===== config.mk =====
export PLATFORM = sky130hd
export DESIGN_NAME = cic_decim
export DESIGN_NICKNAME = d
export VERILOG_FILES = /design/src/rtl/cic_pkg.sv /design/src/rtl/cic_integ.sv /design/src/rtl/cic_comb.sv /design/src/rtl/cic_scale.sv /design/src/rtl/cic_decim.sv
export SDC_FILE = /design/constraint.sdc
export NUM_CORES = 1
export LEC_CHECK = 0
export ABC_AREA = 1
export BUFFER_PORTS_ARGS = -buffer_cell sky130_fd_sc_hd__clkbuf_2
export CAP_MARGIN = 20
export CORE_ASPECT_RATIO = 0.5
export CORE_UTILIZATION = 25
export DETAILED_ROUTE_END_ITERATION = 10
export GPL_TIMING_DRIVEN = 1
export PLACE_DENSITY = 0.47
export RECOVER_POWER = 100
export REMOVE_ABC_BUFFERS = 1
export SLEW_MARGIN = 0
export SYNTH_ARGS = -nofsm -noshare
export SYNTH_HDL_FRONTEND = slang
export SYNTH_HIERARCHICAL = 1
export SYNTH_SLANG_ARGS = --single-unit
export TNS_END_PERCENT = 100

===== constraint.sdc =====
create_clock -name clk -period 11.8 [get_ports clk]
set_input_delay 2.36 -clock clk [delete_from_list [all_inputs] [get_ports clk]]
set_output_delay 2.36 -clock clk [all_outputs]
set_load 0.02 [all_outputs]

===== src/rtl/cic_pkg.sv =====
package cic_pkg;

    localparam int CIC_DW   = 26;   // internal datapath width
    localparam int CIC_IW   = 14;   // input sample width
    localparam int CIC_NMAX = 5;    // highest order
    localparam int CIC_OW   = 3;    // order field width
    localparam int CIC_RW   = 10;   // ratio field width
    localparam int CIC_RMAX = 512;  // highest ratio
    localparam int CIC_SW   = 4;    // pre-shift field width
    localparam int CIC_CW   = 5;    // post-shift field width
    localparam int CIC_RESW = 24;   // saturated result width
    localparam int CIC_WW   = 32;   // output word width

    typedef enum logic [1:0] {
        ST_IDLE = 2'd0,
        ST_RUN  = 2'd1
    } cic_state_e;

endpackage


===== src/rtl/cic_integ.sv =====
module cic_integ #(
    parameter int DW   = 26,
    parameter int NMAX = 5,
    parameter int OW   = 3
) (
    input  logic                 clk,
    input  logic                 clr,
    input  logic                 step,
    input  logic [OW-1:0]        order,
    input  logic signed [DW-1:0] din,
    output logic signed [DW-1:0] sum
);

    logic signed [DW-1:0] chain [NMAX+1];

    assign chain[0] = din;

    for (genvar k = 0; k < NMAX; k++) begin : g_stage
        localparam logic [OW-1:0] IDX = OW'(k);
        logic                 active;
        logic signed [DW-1:0] acc_q;

        assign active       = (IDX < order);
        assign chain[k+1]   = active ? (acc_q + chain[k]) : chain[k];

        always_ff @(posedge clk) begin
            if (clr) begin
                acc_q <= '0;
            end else if (step && active) begin
                acc_q <= chain[k+1];
            end
        end
    end

    assign sum = chain[NMAX];

endmodule


===== src/rtl/cic_comb.sv =====
module cic_comb #(
    parameter int DW   = 26,
    parameter int NMAX = 5,
    parameter int OW   = 3
) (
    input  logic                 clk,
    input  logic                 clr,
    input  logic                 step,
    input  logic [OW-1:0]        order,
    input  logic signed [DW-1:0] din,
    output logic                 dout_valid,
    output logic signed [DW-1:0] dout
);

    logic signed [DW-1:0] chain [NMAX+1];

    assign chain[0] = din;

    for (genvar k = 0; k < NMAX; k++) begin : g_stage
        localparam logic [OW-1:0] IDX = OW'(k);
        logic                 active;
        logic signed [DW-1:0] dly_q;

        assign active     = (IDX < order);
        assign chain[k+1] = active ? (chain[k] - dly_q) : chain[k];

        always_ff @(posedge clk) begin
            if (clr) begin
                dly_q <= '0;
            end else if (step && active) begin
                dly_q <= chain[k];
            end
        end
    end

    always_ff @(posedge clk) begin
        if (clr) begin
            dout_valid <= 1'b0;
        end else begin
            dout_valid <= step;
        end
        if (step) begin
            dout <= chain[NMAX];
        end
    end

endmodule


===== src/rtl/cic_scale.sv =====
module cic_scale #(
    parameter int DW   = 26,
    parameter int CW   = 5,
    parameter int RESW = 24,
    parameter int WW   = 32
) (
    input  logic                 clk,
    input  logic                 rst,
    input  logic                 clr,
    input  logic                 din_valid,
    input  logic signed [DW-1:0] din,
    input  logic signed [DW-1:0] offset,
    input  logic [CW-1:0]        shift,
    output logic                 out_valid,
    output logic [WW-1:0]        out_data
);

    localparam int SUM_W = DW + 1;
    localparam int PAD_W = WW - RESW;
    localparam logic signed [SUM_W-1:0] POS_LIM = SUM_W'((2 ** (RESW - 1)) - 1);
    localparam logic signed [SUM_W-1:0] NEG_LIM = ~POS_LIM;

    logic signed [SUM_W-1:0] sum;
    logic signed [SUM_W-1:0] shifted;
    logic signed [RESW-1:0]  res;

    always_comb begin
        sum     = $signed({din[DW-1], din}) + $signed({offset[DW-1], offset});
        shifted = sum >>> shift;
        if (shifted > POS_LIM) begin
            res = POS_LIM[RESW-1:0];
        end else if (shifted < NEG_LIM) begin
            res = NEG_LIM[RESW-1:0];
        end else begin
            res = shifted[RESW-1:0];
        end
    end

    always_ff @(posedge clk) begin
        if (rst) begin
            out_valid <= 1'b0;
            out_data  <= '0;
        end else begin
            out_valid <= din_valid && !clr;
            if (din_valid && !clr) begin
                out_data <= {res, {PAD_W{1'b0}}};
            end
        end
    end

endmodule


===== src/rtl/cic_decim.sv =====
module cic_decim
    import cic_pkg::*;
#(
    parameter int DW   = CIC_DW,
    parameter int IW   = CIC_IW,
    parameter int NMAX = CIC_NMAX,
    parameter int OW   = CIC_OW,
    parameter int RW   = CIC_RW,
    parameter int RMAX = CIC_RMAX,
    parameter int SW   = CIC_SW,
    parameter int CW   = CIC_CW,
    parameter int RESW = CIC_RESW,
    parameter int WW   = CIC_WW
) (
    input  logic          clk,
    input  logic          rst,
    input  logic          en,
    input  logic [OW-1:0] cfg_order,
    input  logic [RW-1:0] cfg_ratio,
    input  logic [SW-1:0] cfg_pre_shift,
    input  logic [DW-1:0] cfg_offset,
    input  logic [CW-1:0] cfg_post_shift,
    input  logic          in_valid,
    input  logic [IW-1:0] in_sample,
    output logic          out_valid,
    output logic [WW-1:0] out_data
);

    localparam logic [OW-1:0] ORDER_MIN = OW'(1);
    localparam logic [OW-1:0] ORDER_MAX = OW'(NMAX);
    localparam logic [RW-1:0] RATIO_MIN = RW'(2);
    localparam logic [RW-1:0] RATIO_MAX = RW'(RMAX);

    cic_state_e state_q, state_d;

    logic                 running, clr, accept, fire;
    logic [OW-1:0]        ord_q;
    logic [RW-1:0]        ratio_q;
    logic [SW-1:0]        pre_q;
    logic signed [DW-1:0] off_q;
    logic [CW-1:0]        post_q;
    logic [RW-1:0]        dec_cnt;
    logic signed [DW-1:0] pre_val, int_sum, dec_d, cmb_d;
    logic                 dec_v, cmb_v;

    function automatic logic [OW-1:0] legal_order(input logic [OW-1:0] o);
        if (o < ORDER_MIN)      return ORDER_MIN;
        else if (o > ORDER_MAX) return ORDER_MAX;
        else                    return o;
    endfunction

    function automatic logic [RW-1:0] legal_ratio(input logic [RW-1:0] r);
        if (r < RATIO_MIN)      return RATIO_MIN;
        else if (r > RATIO_MAX) return RATIO_MAX;
        else                    return r;
    endfunction

    // state register
    always_ff @(posedge clk) begin
        if (rst) begin
            state_q <= ST_IDLE;
        end else begin
            state_q <= state_d;
        end
    end

    // transitions: T_START (IDLE->RUN on en), T_STOP (RUN->IDLE on !en)
    always_comb begin
        state_d = state_q;
        unique case (state_q)
            ST_IDLE: if (en)  state_d = ST_RUN;
            ST_RUN:  if (!en) state_d = ST_IDLE;
            default: state_d = ST_IDLE;
        endcase
    end

    // state-decoded controls
    always_comb begin
        running = (state_q == ST_RUN) && en;
        clr     = rst || !running;
        accept  = running && in_valid;
        fire    = accept && (dec_cnt == (ratio_q - 1'b1));
    end

    // configuration capture on T_START
    always_ff @(posedge clk) begin
        if (rst) begin
            ord_q   <= ORDER_MIN;
            ratio_q <= RATIO_MIN;
            pre_q   <= '0;
            off_q   <= '0;
            post_q  <= '0;
        end else if ((state_q == ST_IDLE) && en) begin
            ord_q   <= legal_order(cfg_order);
            ratio_q <= legal_ratio(cfg_ratio);
            pre_q   <= cfg_pre_shift;
            off_q   <= cfg_offset;
            post_q  <= cfg_post_shift;
        end
    end

    // decimation counter and hand-off register
    always_ff @(posedge clk) begin
        if (clr) begin
            dec_cnt <= '0;
            dec_v   <= 1'b0;
        end else begin
            dec_v <= fire;
            if (accept) begin
                dec_cnt <= fire ? '0 : dec_cnt + 1'b1;
            end
        end
        if (fire) begin
            dec_d <= int_sum;
        end
    end

    always_comb begin
        pre_val = DW'($signed(in_sample));
        pre_val = pre_val <<< pre_q;
    end

    cic_integ #(.DW(DW), .NMAX(NMAX), .OW(OW)) u_integ (
        .clk   (clk),
        .clr   (clr),
        .step  (accept),
        .order (ord_q),
        .din   (pre_val),
        .sum   (int_sum)
    );

    cic_comb #(.DW(DW), .NMAX(NMAX), .OW(OW)) u_comb (
        .clk        (clk),
        .clr        (clr),
        .step       (dec_v),
        .order      (ord_q),
        .din        (dec_d),
        .dout_valid (cmb_v),
        .dout       (cmb_d)
    );

    cic_scale #(.DW(DW), .CW(CW), .RESW(RESW), .WW(WW)) u_scale (
        .clk       (clk),
        .rst       (rst),
        .clr       (clr),
        .din_valid (cmb_v),
        .din       (cmb_d),
        .offset    (off_q),
        .shift     (post_q),
        .out_valid (out_valid),
        .out_data  (out_data)
    );

endmodule


==> impl_metrics.py <==
metrics = {
    "place": {
        "io_buffers": 90,
        "place.gp.congestion": 0.915,
        "dpl_worst_slack_ps": 249,
        "dpl.hpwl_um": 96200,
    },
    "floorplanning": {
        "pin_count": 99,
        "initial_utilization_pct": 25.2,
        "die_x_um": 544,
        "die_area_sq_um": 149000,
        "core_sq_um": 146000,
        "chipHeight_um": 273,
        "rows": 99,
    },
    "critical_path": {
        "critPathMaxStageDelay_ps": 440,
        "crit_path_top_delay_cell": "o21ai_0",
        "cp_common_cell": "nand2_1",
        "startpoint_type": "primary input",
        "crit_type": "in -> reg",
        "critical_path.max_fanout": 6,
        "critPathCaptureType": "flip-flop",
        "cp.arrival_ps": 11500,
        "critPathRequiredTime_ps": 12220,
    },
    "drt": {
        "drt_first_pass_iters": 6,
        "avgRoutedWirePerCell_um": 15.1,
        "antenna_left": 0,
        "first_iter_violations": 2492,
        "vias": 36800,
        "via_per_inst": 4.62,
        "drc_errors": 0,
        "wirelength_um": 121000,
    },
    "sta": {
        "fmax_ghz": 0.0903,
        "period_share_pct": 93.9,
        "tightest_slew_ps": 4090,
        "rsz0062_at_grt": "false",
        "fin_tns_setup_ps": 0,
        "setup_ws_ps": 723,
        "finalHoldViolCount": 0,
        "slew_viol_final": 430,
        "finalSetupViolations": 0,
        "clock_skew_ps": 29.1,
        "min_period_ps": 11080,
        "maxSlewHeadroom_pct": -173,
    },
    "cts": {
        "cts_tree": "yes",
        "htreeDepth": 2,
        "clock_latency_ps": 640,
        "cts_hold_buf": 0,
        "clkTransAtPathRegs_ps": 60,
        "cts-root-buf": "clkbuf_16",
        "numCtsBuffers": 50,
        "clkSinkCount": 398,
        "clockBufferDepth": 3,
    },
    "pwr": {
        "vdd.ir_drop.worst_v": 0.000118,
        "leakagePower_nw": 19.7,
        "p_per_area_nw_per_um2": 188,
    },
    "yosys": {
        "yosys_warnings": 6,
        "netlist_area_sq_um": 36700,
        "synth_cells": 5975,
        "synth_edf_count": 52,
        "synth_area_per_cell_sq_um": 6.15,
        "dominantRegCellSynth": "dfxtp_1",
        "ys_ff_latch": 398,
        "ys_seq_area_share_pct": 23.1,
        "synth_cell_types": 67,
        "synth-async-reset-ratio_pct": 0,
    },
    "cells_and_area": {
        "diodes": 0,
        "area_growth_pct": 10.7,
        "fin_nets": 6320,
        "drive_gt1_share_pct": 5.75,
        "multi_input_area_sq_um": 24000,
        "layout.area.seq_sq_um": 8490,
        "fillCellCount": 16600,
    },
    "global_route": {
        "gr-usage-met2_pct": 25.6,
        "grtUsageMet1_pct": 21.9,
        "grt_start_max_net_pins": 93,
        "grt_pass1_vias": 34500,
        "grt_usage_pct": 15.9,
        "met3_usage_pct": 2.36,
        "grt.overflow.total": 0,
        "top_usage_layer": "met2",
        "grt_pass1_wl_um": 190000,
        "grt_antenna_before_repair": 0,
    },
    "run_status": {
        "status": "finished with violations",
        "violations": "max-capacitance violations, max-slew violations",
    },
    "flow_run": {
        "maxCapViolations": 10,
    },
    "min_path": {
        "min_path_type": "reg -> reg",
    },
}
[registers in the layout, indices dropped and copies added (netlist names)]
name	count
ord_q	3
ratio_q	10
u_scale/out_valid	1
dec_v	1
dec_d	26
post_q	5
pre_q	4
u_comb/g_stage.dly_q	130
u_scale/out_data	24
dec_cnt	10
u_comb/dout	26
state_q	1
u_comb/dout_valid	1
off_q	26
u_integ/g_stage.acc_q	130
[cell usage after synthesis, types with 11 or more instances]
library cell | number | share of area [%]
a21o_1 | 35 | 0.72
or2_1 | 17 | 0.29
nand3_2 | 11 | 0.30
o21ai_0 | 460 | 6.3
clkbuf_1 | 125 | 1.3
nand3_1 | 503 | 6.9
o211ai_1 | 44 | 0.90
nor2_2 | 32 | 0.54
dfxtp_1 | 346 | 19
buf_4 | 42 | 0.86
and2_1 | 22 | 0.37
buf_1 | 26 | 0.27
xor2_1 | 87 | 2.1
inv_2 | 24 | 0.25
or2_2 | 48 | 0.82
fa_1 | 11 | 0.60
nor2_1 | 515 | 5.3
o21ai_2 | 22 | 0.52
a31oi_1 | 34 | 0.58
nor3_1 | 43 | 0.59
xnor2_1 | 52 | 1.2
inv_1 | 832 | 8.5
nand2_1 | 1505 | 15
a21oi_1 | 490 | 6.7
edfxtp_1 | 52 | 4.3
nor2_4 | 14 | 0.43
buf_2 | 17 | 0.23
ha_1 | 288 | 9.8
o21bai_1 | 32 | 0.65
o21ai_1 | 77 | 1.0
nand4_1 | 52 | 0.89
[final timing paths]
kind	startpoint	endpoint	slack, ps	cells past startpoint
max	in_sample[1]	dec_d[18]	720	54
min	u_comb/g_stage[0].dly_q[7]	u_comb/g_stage[0].dly_q[7]	460	2
max reg2reg	ord_q[1]	u_comb/dout[25]	1120	52
min reg2reg	u_comb/g_stage[0].dly_q[7]	u_comb/g_stage[0].dly_q[7]	460	2
[per-layer routing]
layer  vias to the layer above  part of all wire [%]
met5                         -                     0
met2                       584                    44
met1                     16600                    50
met3                       140                   4.2
li1                      19400                     -
met4                         0                   2.4
[per-stage QoR]
step           power, mW  utilization [%]  hold slack [ps]  cell area (sq um)  instances
5_1_grt             8.36             27.9              485              40700       7965
4_1_cts             7.75             28.0              461              40900       7963
2_1_floorplan       4.70                -              435              35800       5769
3_5_place_dp        5.98             26.8              453              39100       7870
3_3_place_gp        6.00             26.8              447              39000       7869
6_report            7.65             27.9              461              40700       7965
[cell families after synthesis]
family	Yosys count	synth area share [%]
multiplexers	7	0.191
flip-flops	398	23.1
adder cells (fa/ha/maj)	299	10.4
other	1	0.0102
XOR/XNOR	140	3.36
AND/OR/NAND/NOR	2810	32.8
AO/OA/AOI/OAI	1246	18.6
buffers and inverters	1074	11.5
[power breakdown]
group	leakage [nW]	switching [mW]	internal, mW
Clock	0.854	0.675	1.04
Sequential	3.26	0.0461	1.45
Combinational	15.6	3.04	1.40
Total	19.7	3.76	3.89
[worst max-delay path: cells and delay by family]
kind / cells / cell delay, ps
AO/OA/AOI/OAI: 17 / 3720
AND/OR/NAND/NOR: 24 / 2990
adder cells (fa/ha/maj): 5 / 1680
buffers and inverters: 6 / 400
XOR/XNOR: 2 / 320
[what timing repair did]
action	CTS	global route
setup buffers	0	1
endpoints found under the setup margin	0	2
gates resized for setup	0	4
[cells in the final DEF, fill, tap and decap left out, types with 8 or more instances in the layout]
| cell type | count |
|---|---|
| nand2_1 | 1508 |
| inv_1 | 836 |
| nor2_1 | 512 |
| nand3_1 | 505 |
| o21ai_0 | 496 |
| a21oi_1 | 489 |
| dfxtp_1 | 345 |
| ha_1 | 288 |
| xor2_1 | 87 |
| clkbuf_2 | 61 |
| o21ai_1 | 53 |
| xnor2_1 | 52 |
| nand4_1 | 52 |
| clkbuf_16 | 52 |
| edfxtp_1 | 52 |
| clkbuf_1 | 50 |
| or2_2 | 48 |
| o211ai_1 | 44 |
| nor3_1 | 43 |
| nor2_2 | 38 |
| a21o_1 | 35 |
| a31oi_1 | 34 |
| buf_4 | 34 |
| o21bai_1 | 33 |
| inv_2 | 17 |
| or2_1 | 17 |
| and2_1 | 16 |
| nor2_4 | 11 |
| fa_1 | 11 |
| nand3_2 | 10 |
| or2_0 | 10 |
| o21ai_2 | 10 |
| bufinv_16 | 9 |
| clkinv_1 | 9 |
| nor4_1 | 9 |
| a211oi_1 | 9 |
| conb_1 | 8 |
[cell type report]
class	count	area share (%)
Timing Repair Buffer	134	1.80
Inverter	861	7.95
Clock inverter	23	0.898
Clock buffer	70	3.51
Multi-Input combinational cell	4510	58.9
Tap cell	1969	6.06
Sequential cell	398	20.9
No activity file was read; power rests on OpenSTA's default activity.
